### src/rtl/lcd_tg_pkg.sv
package lcd_tg_pkg;

  localparam int unsigned CFG_AW   = 4;
  localparam int unsigned CFG_DW   = 32;
  localparam int unsigned NUM_WORDS = 13;
  localparam int unsigned HI_LSB   = 16;
  localparam int unsigned FLAG_BIT = 31;

  localparam int unsigned POL_HS = 0;
  localparam int unsigned POL_VS = 1;
  localparam int unsigned POL_DE = 2;

  typedef enum logic [CFG_AW-1:0] {
    W_RUN      = 4'd0,
    W_HLINE    = 4'd1,
    W_FRAME    = 4'd2,
    W_VPULSE   = 4'd3,
    W_DISP_H   = 4'd4,
    W_DISP_VS  = 4'd5,
    W_DISP_VE  = 4'd6,
    W_ACT_H    = 4'd7,
    W_ACT_VS   = 4'd8,
    W_ACT_VE   = 4'd9,
    W_BORDER   = 4'd10,
    W_UFLOW    = 4'd11,
    W_POLARITY = 4'd12
  } cfg_word_e;

endpackage

### src/rtl/lcd_tg_cfg.sv
module lcd_tg_cfg
  import lcd_tg_pkg::*;
#(
  parameter int unsigned WORDS = NUM_WORDS
) (
  input  logic                          clk,
  input  logic                          rst_n,
  input  logic                          we,
  input  logic [CFG_AW-1:0]             addr,
  input  logic [CFG_DW-1:0]             wdata,
  output logic [WORDS-1:0][CFG_DW-1:0]  words
);

  logic [WORDS-1:0][CFG_DW-1:0] words_d;

  for (genvar g = 0; g < WORDS; g++) begin : g_word
    logic hit;

    always_comb begin
      hit        = we && (addr == CFG_AW'(g));
      words_d[g] = hit ? wdata : words[g];
    end

    always_ff @(posedge clk or negedge rst_n) begin
      if (!rst_n) begin
        words[g] <= '0;
      end else if (hit) begin
        words[g] <= words_d[g];
      end
    end

    // a write lands in the addressed word at the next edge
    a_r2_write_lands: assert property (@(posedge clk) disable iff (!rst_n)
      (we && addr == CFG_AW'(g)) |=> (words[g] == $past(wdata)));
  end

  // without a write strobe no word changes
  a_r2_hold: assert property (@(posedge clk) disable iff (!rst_n)
    !we |=> $stable(words));

endmodule

### src/rtl/lcd_tg_counters.sv
module lcd_tg_counters #(
  parameter int unsigned CNT_W = 24,
  parameter int unsigned H_W   = 12
) (
  input  logic             clk,
  input  logic             rst_n,
  input  logic             run,
  input  logic [CNT_W-1:0] frame_len,
  input  logic [H_W-1:0]   line_len,
  output logic [CNT_W-1:0] fpos,
  output logic [H_W-1:0]   lpos
);

  logic             f_last;
  logic             l_last;
  logic [CNT_W-1:0] fpos_d;
  logic [H_W-1:0]   lpos_d;

  always_comb begin
    f_last = (fpos == frame_len - CNT_W'(1));
    l_last = (lpos == line_len - H_W'(1));
    if (!run) begin
      fpos_d = '0;
      lpos_d = '0;
    end else begin
      fpos_d = f_last ? '0 : fpos + CNT_W'(1);
      lpos_d = (f_last || l_last) ? '0 : lpos + H_W'(1);
    end
  end

  always_ff @(posedge clk or negedge rst_n) begin
    if (!rst_n) begin
      fpos <= '0;
      lpos <= '0;
    end else begin
      fpos <= fpos_d;
      lpos <= lpos_d;
    end
  end

  // a stopped generator holds both positions at zero
  a_r12_stop_zero: assert property (@(posedge clk) disable iff (!rst_n)
    !run |=> (fpos == '0 && lpos == '0));

  // the frame position steps by one until its last value
  a_r3_frame_step: assert property (@(posedge clk) disable iff (!rst_n)
    (run && fpos != frame_len - CNT_W'(1)) |=> (fpos == $past(fpos) + CNT_W'(1)));

  // the frame end returns both positions to zero
  a_r3_frame_wrap: assert property (@(posedge clk) disable iff (!rst_n)
    (run && fpos == frame_len - CNT_W'(1)) |=> (fpos == '0 && lpos == '0));

endmodule

### src/rtl/lcd_tg_window.sv
module lcd_tg_window #(
  parameter int unsigned CNT_W = 24,
  parameter int unsigned H_W   = 12
) (
  input  logic [CNT_W-1:0] fpos,
  input  logic [H_W-1:0]   lpos,
  input  logic [H_W-1:0]   hs_width,
  input  logic [CNT_W-1:0] vs_len,
  input  logic [H_W-1:0]   dh_start,
  input  logic [H_W-1:0]   dh_end,
  input  logic [CNT_W-1:0] dv_start,
  input  logic [CNT_W-1:0] dv_end,
  input  logic             ah_on,
  input  logic [H_W-1:0]   ah_start,
  input  logic [H_W-1:0]   ah_end,
  input  logic             av_on,
  input  logic [CNT_W-1:0] av_start,
  input  logic [CNT_W-1:0] av_end,
  output logic             hs_on,
  output logic             vs_on,
  output logic             disp_on,
  output logic             act_on
);

  logic in_dh, in_dv, in_ah, in_av;

  always_comb begin
    hs_on   = (lpos < hs_width);
    vs_on   = (fpos < vs_len);
    in_dh   = (lpos >= dh_start) && (lpos <= dh_end);
    in_dv   = (fpos >= dv_start) && (fpos <= dv_end);
    in_ah   = !ah_on || ((lpos >= ah_start) && (lpos <= ah_end));
    in_av   = !av_on || ((fpos >= av_start) && (fpos <= av_end));
    disp_on = in_dh && in_dv;
    act_on  = disp_on && in_ah && in_av;
  end

endmodule

### src/rtl/lcd_tg_pixout.sv
module lcd_tg_pixout #(
  parameter int unsigned RGB_W = 24
) (
  input  logic             clk,
  input  logic             rst_n,
  input  logic             run,
  input  logic             pos_first,
  input  logic             hs_on,
  input  logic             vs_on,
  input  logic             disp_on,
  input  logic             act_on,
  input  logic [2:0]       pol,
  input  logic [RGB_W-1:0] border,
  input  logic [RGB_W-1:0] uf_colour,
  input  logic             recover,
  input  logic             pix_empty,
  input  logic [RGB_W-1:0] pix_data,
  output logic             pix_pop,
  output logic             lcd_hsync,
  output logic             lcd_vsync,
  output logic             lcd_de,
  output logic [RGB_W-1:0] lcd_rgb,
  output logic             frame_start
);

  logic             uf_q, uf_d, uf_eff, need;
  logic             hs_d, vs_d, de_d, fs_d;
  logic [RGB_W-1:0] rgb_d;

  always_comb begin
    uf_eff  = uf_q && !(recover && pos_first);
    need    = run && act_on;
    pix_pop = need && !uf_eff && !pix_empty;
    uf_d    = run && (uf_eff || (need && pix_empty));
    hs_d    = (run && hs_on)   ^ pol[0];
    vs_d    = (run && vs_on)   ^ pol[1];
    de_d    = (run && disp_on) ^ pol[2];
    fs_d    = run && pos_first;
    if (!run)         rgb_d = '0;
    else if (need)    rgb_d = pix_pop ? pix_data : uf_colour;
    else if (disp_on) rgb_d = border;
    else              rgb_d = '0;
  end

  always_ff @(posedge clk or negedge rst_n) begin
    if (!rst_n) begin
      uf_q        <= 1'b0;
      lcd_hsync   <= 1'b0;
      lcd_vsync   <= 1'b0;
      lcd_de      <= 1'b0;
      lcd_rgb     <= '0;
      frame_start <= 1'b0;
    end else begin
      uf_q        <= uf_d;
      lcd_hsync   <= hs_d;
      lcd_vsync   <= vs_d;
      lcd_de      <= de_d;
      lcd_rgb     <= rgb_d;
      frame_start <= fs_d;
    end
  end

  // a pop is only requested when the FIFO holds a pixel
  a_r8_pop_has_data: assert property (@(posedge clk) disable iff (!rst_n)
    pix_pop |-> !pix_empty);

  // a popped pixel appears on the colour output next clock
  a_r8_pop_shows: assert property (@(posedge clk) disable iff (!rst_n)
    pix_pop |=> (lcd_rgb == $past(pix_data)));

  // underflow blocks popping away from the frame boundary
  a_r10_uf_no_pop: assert property (@(posedge clk) disable iff (!rst_n)
    (uf_q && !pos_first) |-> !pix_pop);

  // without recovery underflow persists while running
  a_r11_sticky: assert property (@(posedge clk) disable iff (!rst_n)
    (uf_q && run && !recover) |=> uf_q);

  // a stop leaves idle colour, no strobe and no underflow
  a_r12_stop_idle: assert property (@(posedge clk) disable iff (!rst_n)
    !run |=> (lcd_rgb == '0 && !frame_start && !uf_q));

endmodule

### src/rtl/lcd_timing_gen.sv
module lcd_timing_gen
  import lcd_tg_pkg::*;
#(
  parameter int unsigned CNT_W = 24,
  parameter int unsigned H_W   = 12,
  parameter int unsigned RGB_W = 24
) (
  input  logic             clk,
  input  logic             rst_n,
  input  logic             cfg_we,
  input  logic [3:0]       cfg_addr,
  input  logic [31:0]      cfg_wdata,
  input  logic             pix_empty,
  input  logic [RGB_W-1:0] pix_data,
  output logic             pix_pop,
  output logic             lcd_hsync,
  output logic             lcd_vsync,
  output logic             lcd_de,
  output logic [RGB_W-1:0] lcd_rgb,
  output logic             frame_start
);

  logic [1:0] rst_sync;
  logic       rst_n_s;

  always_ff @(posedge clk or negedge rst_n) begin
    if (!rst_n) rst_sync <= 2'b00;
    else        rst_sync <= {rst_sync[0], 1'b1};
  end
  assign rst_n_s = rst_sync[1];

  logic [NUM_WORDS-1:0][CFG_DW-1:0] words;

  lcd_tg_cfg #(.WORDS(NUM_WORDS)) u_cfg (
    .clk   (clk),
    .rst_n (rst_n_s),
    .we    (cfg_we),
    .addr  (cfg_addr),
    .wdata (cfg_wdata),
    .words (words)
  );

  logic             run;
  logic [H_W-1:0]   line_len, hs_width, dh_start, dh_end, ah_start, ah_end;
  logic [CNT_W-1:0] frame_len, vs_len, dv_start, dv_end, av_start, av_end;
  logic             ah_on, av_on, recover;
  logic [2:0]       pol;
  logic [RGB_W-1:0] border, uf_colour;

  always_comb begin
    run       = words[W_RUN][0];
    line_len  = words[W_HLINE][HI_LSB +: H_W];
    hs_width  = words[W_HLINE][0 +: H_W];
    frame_len = words[W_FRAME][0 +: CNT_W];
    vs_len    = words[W_VPULSE][0 +: CNT_W];
    dh_end    = words[W_DISP_H][HI_LSB +: H_W];
    dh_start  = words[W_DISP_H][0 +: H_W];
    dv_start  = words[W_DISP_VS][0 +: CNT_W];
    dv_end    = words[W_DISP_VE][0 +: CNT_W];
    ah_on     = words[W_ACT_H][FLAG_BIT];
    ah_end    = words[W_ACT_H][HI_LSB +: H_W];
    ah_start  = words[W_ACT_H][0 +: H_W];
    av_on     = words[W_ACT_VS][FLAG_BIT];
    av_start  = words[W_ACT_VS][0 +: CNT_W];
    av_end    = words[W_ACT_VE][0 +: CNT_W];
    border    = words[W_BORDER][0 +: RGB_W];
    recover   = words[W_UFLOW][FLAG_BIT];
    uf_colour = words[W_UFLOW][0 +: RGB_W];
    pol       = {words[W_POLARITY][POL_DE], words[W_POLARITY][POL_VS],
                 words[W_POLARITY][POL_HS]};
  end

  logic [CNT_W-1:0] fpos;
  logic [H_W-1:0]   lpos;

  lcd_tg_counters #(.CNT_W(CNT_W), .H_W(H_W)) u_cnt (
    .clk       (clk),
    .rst_n     (rst_n_s),
    .run       (run),
    .frame_len (frame_len),
    .line_len  (line_len),
    .fpos      (fpos),
    .lpos      (lpos)
  );

  logic hs_on, vs_on, disp_on, act_on;

  lcd_tg_window #(.CNT_W(CNT_W), .H_W(H_W)) u_win (
    .fpos     (fpos),
    .lpos     (lpos),
    .hs_width (hs_width),
    .vs_len   (vs_len),
    .dh_start (dh_start),
    .dh_end   (dh_end),
    .dv_start (dv_start),
    .dv_end   (dv_end),
    .ah_on    (ah_on),
    .ah_start (ah_start),
    .ah_end   (ah_end),
    .av_on    (av_on),
    .av_start (av_start),
    .av_end   (av_end),
    .hs_on    (hs_on),
    .vs_on    (vs_on),
    .disp_on  (disp_on),
    .act_on   (act_on)
  );

  lcd_tg_pixout #(.RGB_W(RGB_W)) u_out (
    .clk         (clk),
    .rst_n       (rst_n_s),
    .run         (run),
    .pos_first   (fpos == '0),
    .hs_on       (hs_on),
    .vs_on       (vs_on),
    .disp_on     (disp_on),
    .act_on      (act_on),
    .pol         (pol),
    .border      (border),
    .uf_colour   (uf_colour),
    .recover     (recover),
    .pix_empty   (pix_empty),
    .pix_data    (pix_data),
    .pix_pop     (pix_pop),
    .lcd_hsync   (lcd_hsync),
    .lcd_vsync   (lcd_vsync),
    .lcd_de      (lcd_de),
    .lcd_rgb     (lcd_rgb),
    .frame_start (frame_start)
  );

  // the frame strobe is one clock wide on any frame longer than one clock
  a_r3_strobe_single: assert property (@(posedge clk) disable iff (!rst_n_s)
    (frame_start && run && frame_len > CNT_W'(1)) |=> !frame_start);

endmodule

### config.mk
export PLATFORM = sky130hd
export DESIGN_NAME = lcd_timing_gen
export DESIGN_NICKNAME = d
export VERILOG_FILES = /design/src/rtl/lcd_tg_pkg.sv /design/src/rtl/lcd_tg_cfg.sv /design/src/rtl/lcd_tg_counters.sv /design/src/rtl/lcd_tg_window.sv /design/src/rtl/lcd_tg_pixout.sv /design/src/rtl/lcd_timing_gen.sv
export SDC_FILE = /design/constraint.sdc
export NUM_CORES = 1
export LEC_CHECK = 0
export ABC_CLOCK_PERIOD_IN_PS = 26000
export BUFFER_PORTS_ARGS = -buffer_cell sky130_fd_sc_hd__buf_2
export CAP_MARGIN = 20
export CORE_MARGIN = 10
export CORE_UTILIZATION = 45
export DETAILED_ROUTE_END_ITERATION = 10
export PLACE_DENSITY = 0.64
export RECOVER_POWER = 100
export SLEW_MARGIN = 20
export SYNTH_ARGS = -nofsm -noshare
export SYNTH_HDL_FRONTEND = slang
export SYNTH_SLANG_ARGS = --single-unit
### constraint.sdc
create_clock -name clk -period 26 [get_ports clk]
set_clock_uncertainty 0.2 [all_clocks]
set_input_delay 1.3 -clock clk [delete_from_list [all_inputs] [get_ports clk]]
set_output_delay 1.3 -clock clk [all_outputs]
set_load 0.02 [all_outputs]
==> results list, run 1 <==
- Clk slew on worst S/H paths: 60 ps
* Pin count of the biggest net entering global routing: 80
* Initial DRT Pass Iterations: 5
* Endpoint required time on the critical path: 25530 ps
- Die Y-Extent: about 220 um
* Maximum capacitance violations: 15
* Combinational share of power: between 20 and 25%
- Routed length per instance: 19.8 um
- Slew HR: -161%
* Outcome: finished with violations
* CTS sink cnt: approximately 340
* PostCTS Resize Cnt: 0
- Final Net Count: 2160
* Slowest Stage Delay on Critical Path: between 2000 and 3000 ps
- The tree is rooted in a sky130_fd_sc_hd__clkbuf_16.
- Number of placed instances, taps included: between 2000 and 2500
- Critical Path End Type: async pin
* Hold depth: 0
* Wire length reported by the detailed router: just under 50000 um
- Data arrival time of the worst path: ~12000 ps
- Final hold slack: approximately 150 ps
* Share of the synthesized area in the top cell type: a little under half
* Lkg Pwr: between 9 and 10 nW
* Via count of the first global-routing pass: roughly 14000
- Clock tree synthesis inserted a total of 38 buffers.
* Leading area contributor after synthesis: sky130_fd_sc_hd__dfrtp_1
- Global-route wire length before repair: approximately 78000 um
- Remaining DRCs: 0
- Excluding fillers, the count of instances in the completed layout stands at 2474.
- When the netlist entered floorplanning its net count stood at approximately 2100.
- The analysis attributes to net switching a power of between 0.4 and 0.5 mW.
* Total global routing track utilization: 19.4%
- Summed over all layers, the global routing overflow is 0.
* Sw Share: 29.9%
- Postcts setup bufs: 0
* Most frequent CP cell: sky130_fd_sc_hd__clkbuf_1
- The worst register-to-register path ends at u_cfg.words[160].
* Largest fanout on the critical path: between 70 and 80
- Setup repair after global routing missed its margin: false
* Count of nets left with antenna violations after detail routing: 0
- 1st-iter DRT viols: ~940
* Worst min-delay path category: flip-flop to flip-flop
- Proportion of register bits with asynchronous set or reset after synthesis: between 90% and 100%
* Final standard cell utilization of the core: between 50% and 60%
- IO Count: 93
* Area of the placeable core: 0.0409 mm2
* Worst reg-to-reg path cell count: 4
- Port buffer count: 89
- TritonCTS built the clock tree.
- For this configuration, the core starts out at a cell density of 45.7%.
* Chip width: between 200 and 250 um
- The floorplan step defined a die boundary enclosing about 0.050 mm2.
- The final count of hold timing violations was 0.
- Cell Rows: between 70 and 80
- Critical hold path startpoint: rst_sync[0]
- Setup violations remaining at the end of the flow were counted as 0.
- Of the total power, registers draw 43.8%.
- Max-slew violation total from the final report: around 680
* Critical path class: flip-flop to async pin
- For this run, the top clock speed supported by timing is between 0.08 and 0.09 GHz.
- Of the cells placed in the final design, the portion with a size suffix greater than 1 is approximately 14%.
* Startpoint kind of the worst setup timing path: flip-flop
- Sequential share of the synthesized area: between 40% and 50%
- Setup slack on the worst flop-to-flop path: roughly 14000 ps
- Final period util: 46.3%
* Final GP Congestion: approximately 0.87
* Worst hold endpoint: rst_sync[1]
* Count of state elements after synthesis: ~340
* Post-synth cell types: 60
- Among all stages on the critical path, the largest delay is contributed by sky130_fd_sc_hd__clkbuf_1.
* Cells along the critical path: clkbuf_1, clkbuf_1, clkbuf_1, clkbuf_1
- The internal power of the cells totals around 1.1 mW.
* Initial antenna violation count: 3
- In this run the critical register-to-register path is launched from rst_sync[1].
- After legalization and detailed placement, the total HPWL measured between 30000 and 40000 um.
- Synth Warn #: 0
- Total chip power: 1.58 mW
- The clock passes through at most 3 buffers.
- IR analysis of the VDD net gives a maximum drop of between 40 and 50 uV.
* Number of instances in the synthesized netlist: around 1900
* Failing checks: max-capacitance violations, max-slew violations
- Averaged over all synthesized cells, the footprint is between 10 and 15 um2.
- The area growth from synthesis to layout is 11.1%.
* Total negative slack for setup checks: 0 ps
* H-tree level count: 2
- Leaving out fill and tap cells, the most frequent cell in the layout is sky130_fd_sc_hd__dfrtp_1.
- Summing every instance area after synthesis gives between 0.015 and 0.02 mm2.
- Shortest clock period the worst path allows after layout: 12050 ps
- Most used flip-flop cell after synthesis: sky130_fd_sc_hd__dfrtp_1
- Number of flops mapped to enable cells by yosys: 0
* Insertion delay to the later sink of the worst-skew pair: about 540 ps
* Via density per instance: roughly 5.6
- For this block, the via count after detailed routing is between 10000 and 15000.
* Clk network pwr share: 34.1%
* Number of hold-repair buffers added at the cts stage: 0
* Top area cells in the synthesized netlist: sky130_fd_sc_hd__dfrtp_1, sky130_fd_sc_hd__ha_1, sky130_fd_sc_hd__mux2_2
- For the pin with the worst max-slew slack, the measured transition is slightly below 4000 ps.
- The top cell types in the final layout, fill and taps aside, are sky130_fd_sc_hd__dfrtp_1, sky130_fd_sc_hd__inv_1, sky130_fd_sc_hd__ha_1.
- In this run the power density over the cells is between 70 and 80 mW/mm2.
-- synthesized netlist by cell type, types with 2 or more instances --
cell,instances
sky130_fd_sc_hd__o2111ai_1,4
sky130_fd_sc_hd__xnor2_1,49
sky130_fd_sc_hd__o32ai_1,2
sky130_fd_sc_hd__a221oi_1,4
sky130_fd_sc_hd__xor2_1,31
sky130_fd_sc_hd__o21a_1,3
sky130_fd_sc_hd__a211oi_1,34
sky130_fd_sc_hd__a21o_1,18
sky130_fd_sc_hd__o311ai_1,2
sky130_fd_sc_hd__or3_1,8
sky130_fd_sc_hd__clkbuf_1,78
sky130_fd_sc_hd__and4_1,7
sky130_fd_sc_hd__nand2b_1,17
sky130_fd_sc_hd__o21ai_0,149
sky130_fd_sc_hd__nor4b_1,2
sky130_fd_sc_hd__buf_4,2
sky130_fd_sc_hd__nor3b_1,4
sky130_fd_sc_hd__nand3_1,38
sky130_fd_sc_hd__buf_1,4
sky130_fd_sc_hd__a221o_1,2
sky130_fd_sc_hd__nor2b_1,11
sky130_fd_sc_hd__nand4_1,35
sky130_fd_sc_hd__o41ai_1,3
sky130_fd_sc_hd__ha_1,183
sky130_fd_sc_hd__a2111oi_0,9
sky130_fd_sc_hd__and3_1,12
sky130_fd_sc_hd__inv_1,193
sky130_fd_sc_hd__o311ai_0,2
sky130_fd_sc_hd__a21oi_1,65
sky130_fd_sc_hd__a211o_1,2
sky130_fd_sc_hd__nor4_1,26
sky130_fd_sc_hd__mux2i_1,29
sky130_fd_sc_hd__nand3b_1,2
sky130_fd_sc_hd__o21bai_1,2
sky130_fd_sc_hd__buf_2,2
sky130_fd_sc_hd__o211ai_1,6
sky130_fd_sc_hd__nor3_1,19
sky130_fd_sc_hd__nor2_1,97
sky130_fd_sc_hd__o31ai_1,4
sky130_fd_sc_hd__nand2_1,172
sky130_fd_sc_hd__mux2_2,158
sky130_fd_sc_hd__dfrtp_1,338
sky130_fd_sc_hd__a31oi_1,5
-- metal layers --
layer  wire, um  vias up  GRT usage [%]
met3       2360       71           3.10
met5         13        -              0
met2      23100      290           31.7
met4       1300        2           6.02
met1      22200     6883           25.8
li1           -     6546              -
-- worst max-delay path by stage --
stage	endpoint	from
6_report	u_cfg.words[160]	rst_sync[1]
5_1_grt	u_out.lcd_rgb[20]	rst_sync[1]
4_1_cts	pix_pop	u_cnt.fpos[0]
3_5_place_dp	pix_pop	u_cnt.fpos[0]
3_3_place_gp	pix_pop	u_cnt.fpos[0]
2_1_floorplan	u_cfg.words[0]	rst_sync[1]
-- sequential cells by signal, indices dropped and copies added, names as in the netlist --
name               cells
u_cfg.words          271
u_cnt.fpos            24
u_out.lcd_rgb         24
u_cnt.lpos            12
rst_sync               2
u_out.frame_start      1
u_out.lcd_de           1
u_out.lcd_hsync        1
u_out.lcd_vsync        1
u_out.uf_q             1
-- critical path, delay by kind of cell, from the launching register on --
kind     cells  cell delay (ps)
buf+inv      4            10040
flops        1              940
-- logic make-up (layout without fill, tap and decap cells) --
kind of cell    Yosys count  after routing  synth area share (%)
fa+ha+maj               183            183                  12.2
xor+xnor                 80             80                  3.75
flops                   338            338                  45.2
compound gates          327            327                  10.6
other cells               1              4                0.0200
simple gates            455            455                  11.5
buf+inv                 279            368                  5.65
mux                     187            187                  11.1
-- stage by stage --
| step | instance area (um2) | setup slack, ps |
|---|---|---|
| after detailed placement | 19700 | 20340 |
| after floorplan | 18700 | 15680 |
| final | 20800 | 13950 |
| after global placement | 19700 | 20490 |
| after global routing | 20800 | 11560 |
| after CTS | 20900 | 19760 |
-- cell type report --
type	instances	area [um2]
fillers	3759	20100
multi-input cells	1233	9210
flip-flops and latches	338	8460
clock buffers	59	1120
inverters	193	724
well taps	532	666
repair buffers	109	487
clock inverters	7	118
diodes	3	7.51
-- power by group through the flow --
stage | clock, mW | sequential (mW) | combinational (mW)
6_report | 0.539 | 0.693 | 0.350
5_1_grt | 0.572 | 0.706 | 0.402
4_1_cts | 0.550 | 0.695 | 0.353
3_5_place_dp | 0 | 0.704 | 0.350
3_3_place_gp | 0 | 0.699 | 0.334
2_1_floorplan | 0 | 0.690 | 0.263
No activity file was read; power rests on OpenSTA's default activity.
==> inputs of run 2 (changes only) <==
--- a/config.mk
+++ b/config.mk
@@ -5,13 +5,14 @@
 export SDC_FILE = /design/constraint.sdc
 export NUM_CORES = 1
 export LEC_CHECK = 0
-export ABC_CLOCK_PERIOD_IN_PS = 26000
+export ABC_AREA = 1
+export ABC_CLOCK_PERIOD_IN_PS = 11100
 export BUFFER_PORTS_ARGS = -buffer_cell sky130_fd_sc_hd__buf_2
 export CAP_MARGIN = 20
 export CORE_MARGIN = 10
 export CORE_UTILIZATION = 45
 export DETAILED_ROUTE_END_ITERATION = 10
-export PLACE_DENSITY = 0.64
+export PLACE_DENSITY = 0.63
 export RECOVER_POWER = 100
 export SLEW_MARGIN = 20
 export SYNTH_ARGS = -nofsm -noshare
==> constraint.sdc (replaced) <==
create_clock -name clk -period 11.1 [get_ports clk]
set_clock_uncertainty 0.2 [all_clocks]
set_input_delay 0.555 -clock clk [delete_from_list [all_inputs] [get_ports clk]]
set_output_delay 0.555 -clock clk [all_outputs]
set_load 0.02 [all_outputs]
==> results list, run 2 <==
- The highest ir drop seen on vdd came to 118 uV (+180%).
- Remaining DRCs: 0 (unchanged)
* Critical hold path startpoint: cfg_wdata[23]
- Initial antenna violation count: 5 (+2)
- Total negative slack for setup checks: 0 ps (unchanged)
- Most used flip-flop cell after synthesis: sky130_fd_sc_hd__dfrtp_1
- In the layout the commonest cells are sky130_fd_sc_hd__nand2_1, sky130_fd_sc_hd__inv_1, sky130_fd_sc_hd__dfrtp_1.
* Final GP Congestion: 0.899 (+3.1%)
* Count of nets left with antenna violations after detail routing: 0 (unchanged)
- The tightest min-delay check is of the input port to flip-flop type.
* Number of instances in the synthesized netlist: 2538 (+37%)
- Critical path class: flip-flop to async pin
- Synth Warn #: 0 (unchanged)
- Endpoint required time on the critical path: 11450 ps (-14080 ps)
- The final cell count without fillers was 3227 (+30%).
* Share of the synthesized area in the top cell type: 43.0% (-2.2 points)
* Startpoint kind of the worst setup timing path: flip-flop
- IO Count: 93 (unchanged)
- The setup slack after placement was 6510 ps (-13830 ps).
- Filler cell count in the final layout: 4253 (+13%)
- The hold slack came to 44.0 ps (-105 ps).
- Of all cell types, the one taking the most synthesized area is sky130_fd_sc_hd__dfrtp_1.
- The final critical-path setup slack is 4420 ps (-9530 ps).
- Worst reg2reg startpoint: rst_sync[1]
- Design area: 0.0219 mm2 (+5.3%)
- Leading cell type by number of instances after synthesis: sky130_fd_sc_hd__nand2_1
- The transition time of the tightest slew-check pin is 3960 ps (+52.9 ps).
* Area of the mapped netlist: 0.0197 mm2 (+5.2%)
- The number of clock sinks seen by CTS was 338 (unchanged).
- The core utilization of the finished layout was 50.7% (-0.082 points).
- The time the worst path needs with I/O delays and setup came to 6680 ps (-5370 ps).
- The total grt overflow was 0 (unchanged).
* Routed length per instance: 17.8 um (-9.8%)
- Reg-to-reg critical path endpoint: u_cfg.words[226]
* Largest registers: u_cfg.words: 271 flops, u_cnt.fpos: 24 flops, u_out.lcd_rgb: 24 flops
- Detailed placement HPWL: 40200 um (+19%)
* Avg Synthesized Cell Area: 7.75 um2 (-23%)
- The width of the chip was 229 um (+2.3%).
* Pin count of the biggest net entering global routing: 75 (-6.3%)
- Placed inst area: 0.0207 mm2 (+5.3%)
- Sequential share of the synthesized area: 43.0% (-2.2 points)
- The number of I/O port buffers was 89 (unchanged).
- The total count of max-transition violations in the final report was 659 (-2.9%).
- Wire length reported by the detailed router: 57600 um (+18%)
- CTS buffer count: 39 (+2.6%)
- Slew HR: -164% (-3.5 points)
- The post-synthesis async set-or-reset flop share came to 100% (unchanged).
- Sequential cell area: 0.00846 mm2 (unchanged)
- The area growth from synthesis to layout is 11.3%.
* Final period util: 60.2% (+14 points)
* Final Net Count: 2862 (+33%)
* Total power divided by cell area: 170 mW/mm2 (+120%)
* Initial DRT Pass Iterations: 6 (+1)
- Number of flip-flops under the largest register name: 271 (unchanged)
- The total global-route track usage came to 21.8% (+2.4 points).
- By area the synthesized netlist is led by sky130_fd_sc_hd__dfrtp_1, sky130_fd_sc_hd__nand2_1, sky130_fd_sc_hd__ha_1.
- Cell Rows: 76 (+2.7%)
* Total chip power: 3.73 mW (+140%)
- The mean number of vias per cell is 5.17 (-7.3%).
- The via count of the first global-routing pass was 15900 (+16%).
- The final count of hold timing violations was 0 (unchanged).
- The number of enable flip-flop cells after synthesis is 0 (unchanged).
* Via count: 16700 (+21%)
- The height of the chip came to 229 um (+2.3%).
- Worst reg-to-reg path cell count: 2 (-2)
* Lkg Pwr: 11.4 nW (+17%)
* Critical Path End Type: async pin
* Leading cell type in the layout, fill and taps excluded: sky130_fd_sc_hd__nand2_1
- The worst hold path cell count came to 3 (+3).
- The setup violation total in the final timing report came to 0 (unchanged).
- Failing checks: max-capacitance violations, max-slew violations
- Clock tree root driver cell: sky130_fd_sc_hd__clkbuf_16
- The fraction of layout cells with a size suffix above 1 was 5.98% (-8.4 points).
- The initial core utilization was 45.6% (-0.14 points).
- The overall die area came to 0.0525 mm2 (+4.7%).
- The reg2reg setup slack is 4420 ps (-9530 ps).
- Data arrival time of the worst path: 7030 ps (-4550 ps)
- The synthesis-stage register bit count came to 338 (unchanged).
* Top cells by count, synth: sky130_fd_sc_hd__nand2_1, sky130_fd_sc_hd__inv_1, sky130_fd_sc_hd__dfrtp_1, sky130_fd_sc_hd__o21ai_0, sky130_fd_sc_hd__nor2_1
- Maximum capacitance violations: 13 (-2)
- Combined area of the multi-input logic cells: 0.00939 mm2 (+1.9%)
- Insertion delay to the later sink of the worst-skew pair: 570 ps (+30 ps)
- Largest fanout on the critical path: 74 (+1.4%)
* Worst-case clock buffer depth: 3 (unchanged)
* H-tree level count: 2 (unchanged)
- The flow ran to the end, but the final reports show violations.
- Top reg by flops: u_cfg.words
- Global-route wire length before repair: 90100 um (+16%)
* Number of placed instances, taps included: 3158 (+31%)
* Clk slew on worst S/H paths: 60 ps (about the same)
- The count of cell types in the netlist came to 42 (-30%).
- The path with the worst hold slack has its endpoint at u_cfg.words[215].
* Max Clk Rate: 0.150 GHz (+80%)
- Setup repair after global routing missed its margin: false
- TritonCTS built the clock tree.
- The initial DRC count came to 1656 (+75%).
- The core area was 0.0432 mm2 (+5.5%).
* Number of nets produced by synthesis: 2785 (+33%)
-- run 2: cell count changes in the layout (fill, tap and decap cells not counted), sizes merged, moves of 17 or more --
| cell | before | now |
|---|---|---|
| nor2 | 97 | 250 |
| a211oi | 34 | 0 |
| inv | 194 | 392 |
| xnor2 | 49 | 22 |
| o21ai | 150 | 308 |
| nor4 | 26 | 4 |
| nand2 | 172 | 634 |
| nand2b | 17 | 0 |
| mux2 | 158 | 0 |
| mux2i | 29 | 0 |
| a21oi | 65 | 84 |
| nand3 | 38 | 111 |
-- run 2: power by group --
part	leakage, nW	total, mW	switching [mW]	internal (mW)
Clock	0.642	1.31	0.538	0.772
Sequential	4.30	1.59	0.140	1.45
Combinational	6.47	0.826	0.526	0.300
Total	11.4	3.73	1.20	2.52
-- run 2: routing by layer --
layer / vias to the layer above / GRT usage, % / routed length [um]
met5: - / 0 / 0
met4: 0 / 5.90 / 1460
met3: 79 / 4.56 / 4440
met2: 500 / 33.8 / 25500
met1: 7916 / 30.2 / 26200
li1: 8188 / - / -
-- run 2: what timing repair did --
item                                   4_1_cts  5_1_grt
setup buffers                                0        0
endpoints found under the hold margin        2        0
gates resized for setup                      0        0
hold buffers                                 1        0
-- run 2: critical path, cell delays in order, from the launching register on --
cell and delay (ps):
sky130_fd_sc_hd__dfrtp_1 2310, sky130_fd_sc_hd__clkbuf_1 2930, sky130_fd_sc_hd__buf_4 1090
-- run 2: worst max-delay path by stage --
| stage | start | to | slack, ps | depth (start not counted) |
|---|---|---|---|---|
| 2_1_floorplan | rst_sync[1] | u_cfg.words[0] | 780 | 0 |
| 3_3_place_gp | u_cnt.fpos[23] | pix_pop | 6550 | 14 |
| 3_5_place_dp | u_cnt.fpos[23] | pix_pop | 6510 | 14 |
| 4_1_cts | u_cnt.fpos[23] | pix_pop | 5900 | 14 |
| 5_1_grt | rst_sync[1] | u_cfg.words[229] | 3180 | 2 |
| 6_report | rst_sync[1] | u_cfg.words[226] | 4420 | 2 |
-- run 2: final cells by class --
| class | instances | share of cell area [%] |
|---|---|---|
| clock buffer | 55 | 5.28 |
| inverter | 391 | 6.70 |
| sequential | 338 | 38.6 |
| tap | 585 | 3.34 |
| timing repair buffer | 116 | 2.57 |
| antenna | 1 | 0.0114 |
| multi-input combinational | 1729 | 42.9 |
| clock inverter | 12 | 0.600 |
-- run 2: cells by family after synthesis --
| group | count (synthesis) | synth area share [%] |
|---|---|---|
| adders and majority gates | 183 | 11.6 |
| other | 1 | 0.0191 |
| buffers and inverters | 471 | 9.09 |
| and+or+nand+nor | 1064 | 22.4 |
| DFF | 338 | 43.0 |
| AOI/OAI and AO/OA | 415 | 10.9 |
| xor gates and xnor gates | 66 | 3.01 |
==> inputs of run 3 (changes only) <==
--- a/config.mk
+++ b/config.mk
@@ -6,13 +6,13 @@
 export NUM_CORES = 1
 export LEC_CHECK = 0
 export ABC_AREA = 1
-export ABC_CLOCK_PERIOD_IN_PS = 11100
+export ABC_CLOCK_PERIOD_IN_PS = 5600
 export BUFFER_PORTS_ARGS = -buffer_cell sky130_fd_sc_hd__buf_2
 export CAP_MARGIN = 20
 export CORE_MARGIN = 10
 export CORE_UTILIZATION = 45
 export DETAILED_ROUTE_END_ITERATION = 10
-export PLACE_DENSITY = 0.63
+export PLACE_DENSITY = 0.66
 export RECOVER_POWER = 100
 export SLEW_MARGIN = 20
 export SYNTH_ARGS = -nofsm -noshare
==> constraint.sdc (replaced) <==
create_clock -name clk -period 5.6 [get_ports clk]
set_clock_uncertainty 0.2 [all_clocks]
set_input_delay 0.28 -clock clk [delete_from_list [all_inputs] [get_ports clk]]
set_output_delay 0.28 -clock clk [all_outputs]
set_load 0.02 [all_outputs]
==> results list, run 3 (synthesis results as in run 2) <==
- Outcome: finished with violations
* Failing checks: max-capacitance violations, max-slew violations
* Final standard cell utilization of the core: 51.8% (+1.1 points)
- Via count: 16900 (+1.4%)
* Via density per instance: 5.16 (-0.13%)
- Final Net Count: 2911 (+1.7%)
- Final GP Congestion: 0.869 (-3.3%)
- The via count of the first global-routing pass was 16300 (+2.7%).
- The count of cells along the worst register-to-register path is 13 (+11).
- The cell area after layout was 0.0224 mm2 (+2.2%).
* Insertion delay to the later sink of the worst-skew pair: 540 ps (-30 ps)
- In the layout the commonest cells are sky130_fd_sc_hd__nand2_1, sky130_fd_sc_hd__inv_1, sky130_fd_sc_hd__dfrtp_1.
- Critical Path End Type: output pin
* Largest fanout on the critical path: 25 (-66%)
- Shortest clock period the worst path allows after layout: approximately 4700 ps
- Critical path class: flip-flop to output pin
- The highest ir drop seen on vdd came to 273 uV (+130%).
* Slew HR: -105% (+59 points)
- PostCTS Resize Cnt: 0 (unchanged)
* Leading cell type in the layout, fill and taps excluded: sky130_fd_sc_hd__nand2_1
- Setup repair after global routing left no endpoint under its margin.
* Worst Max-Slew Pin Slew: 3080 ps (-888 ps)
- The number of clock sinks seen by CTS is 338 (unchanged).
* IO Count: 93 (unchanged)
- The total global-route track usage was 21.9% (+0.12 points).
- Count of nets left with antenna violations after detail routing: 0 (unchanged)
- The HPWL after detailed placement is 40600 um (+1.1%).
* Starting utilization of the core area: 45.6% (unchanged)
- The core area is 0.0432 mm2 (unchanged).
* TritonCTS clock tree: yes
* Filler cell count in the final layout: 4127 (-3.0%)
* Number of hold-repair buffers added at the cts stage: 54 (+53)
* Maximum capacitance violations: 15 (+2)
* CTS buffer count: 37 (-5.1%)
* Endpoint required time on the critical path: 5120 ps (-6330 ps)
* Die Y-Extent: 229 um (unchanged)
- The post-place instance area was 0.0208 mm2 (about the same).
- Aggregate global routing overflow: 0 (unchanged)
- Area Overhead vs Synth: 13.7%
* Total power divided by cell area: 327 mW/mm2 (+92%)
- The leakage power of the design came to 11.6 nW (+1.7%).
- The clock slew at the register clock pins of the worst setup and hold paths is 60 ps (about the same).
* Hold depth: 5 (+2)
- The wire length after detailed routing is 57900 um (+0.66%).
- The H-tree level count is 2 (unchanged).
* Remaining DRCs: 0 (unchanged)
- Worst-case clock buffer depth: 3 (unchanged)
- Final period util: between 80% and 90%
- The global-route wire length before repair is 91500 um (+1.5%).
- The final total negative setup slack came to 0 ps (unchanged).
- Routed length per instance: 17.7 um (-0.87%)
* Port buffer count: 89 (unchanged)
- u_cfg.words holds more flip-flops than any other register.
- The arrival time reported for the critical path endpoint was 4250 ps (-2780 ps).
* Max Clk Rate: between 0.2 and 0.25 GHz
* Largest registers: u_cfg.words: 271 flops, u_cnt.fpos: 24 flops, u_out.lcd_rgb: 24 flops
* Startpoint kind of the worst setup timing path: flip-flop
* Die area: 0.0525 mm2 (unchanged)
- The tightest min-delay check is of the input port to flip-flop type.
- 1st-iter DRT viols: 1511 (-8.8%)
- Initial DRT Pass Iterations: 7 (+1)
- The initial antenna violation count was 5 (unchanged).
- The fraction of layout cells with a size suffix above 1 came to 5.69% (-0.30 points).
* Clock tree root driver cell: sky130_fd_sc_hd__clkbuf_16
- Postcts setup bufs: 0 (unchanged)
- The width of the chip came to 229 um (unchanged).
- Number of flip-flops under the largest register name: 271 (unchanged)
- Pin count of the biggest net entering global routing: 96 (+28%)
- Max-slew violation total from the final report: 815 (+24%)
* Number of endpoints with negative hold slack in the final report: 0 (unchanged)
- The number of standard-cell rows in the floorplan was 76 (unchanged).
- Setup Viol. Count Final: 0 (unchanged)
run 3: changes by cell type in the layout (fill, tap and decap cells not counted), sizes merged:
cell         delta
clkbuf          +2
buf             -3
clkinvlp        -1
dlygate4sd3    +53
clkinv          -1
run 3: through the flow:
stage | hold WS, ps | cells | power (mW) | setup WS (ps)
floorplan | -216 | 2538 | 4.33 | 2060
global placement | -134 | 3155 | 4.75 | 1910
detailed placement | -131 | 3155 | 4.83 | 1930
CTS | 0.501 | 3275 | 7.37 | 1380
global route | 33.1 | 3276 | 7.79 | 568
finish | 14.8 | 3277 | 7.32 | 874
run 3: layout make-up:
| type | count | area (um2) | share of cell area [%] |
|---|---|---|---|
| inverters | 391 | 1470 | 6.56 |
| well taps | 585 | 732 | 3.27 |
| flip-flops and latches | 338 | 8460 | 37.8 |
| clock buffers | 56 | 1130 | 5.05 |
| clock inverters | 10 | 104 | 0.464 |
| repair buffers | 167 | 1090 | 4.87 |
| multi-input cells | 1729 | 9390 | 42.0 |
| diodes | 1 | 2.50 | 0.0112 |
run 3: final timing paths:
| kind | start | end | slack [ps] |
|---|---|---|---|
| max | u_cnt.fpos[19] | pix_pop | 870 |
| min | pix_data[6] | u_out.lcd_rgb[6] | 10 |
| max reg2reg | u_cnt.fpos[19] | u_out.lcd_rgb[2] | 1340 |
| min reg2reg | rst_sync[0] | rst_sync[1] | 150 |
| max in group asynchronous | rst_sync[1] | u_cfg.words[65] | 1560 |
| min in group asynchronous | rst_sync[1] | u_cfg.words[329] | 200 |
run 3: critical path, cell delays in order, from the launching register on:
cell and delay (ps):
sky130_fd_sc_hd__dfrtp_1 580, sky130_fd_sc_hd__ha_1 420, sky130_fd_sc_hd__nand2_1 70, sky130_fd_sc_hd__nor2_1 110, sky130_fd_sc_hd__nand2_1 120, sky130_fd_sc_hd__nor2_1 120
sky130_fd_sc_hd__nand3_1 80, sky130_fd_sc_hd__nor2_1 140, sky130_fd_sc_hd__nor2_1 70, sky130_fd_sc_hd__nor2_1 160, sky130_fd_sc_hd__nand2_1 70, sky130_fd_sc_hd__clkbuf_1 550
sky130_fd_sc_hd__nor2_4 730, sky130_fd_sc_hd__nand2_1 160, sky130_fd_sc_hd__nor2_1 120, sky130_fd_sc_hd__buf_2 190
run 3: layer usage:
metal / track usage (%) / vias to the layer above / part of all wire (%)
met5: 0 / - / 0.021
met4: 7.01 / 2 / 3.0
met3: 4.52 / 108 / 7.1
met2: 34.9 / 488 / 45
met1: 29.3 / 8016 / 44
li1: - / 8306 / -
run 3: power by group:
part	switching (mW)	internal [mW]	total, mW
clock network	1.01	1.48	2.50
registers	0.267	2.88	3.15
logic	1.06	0.615	1.68
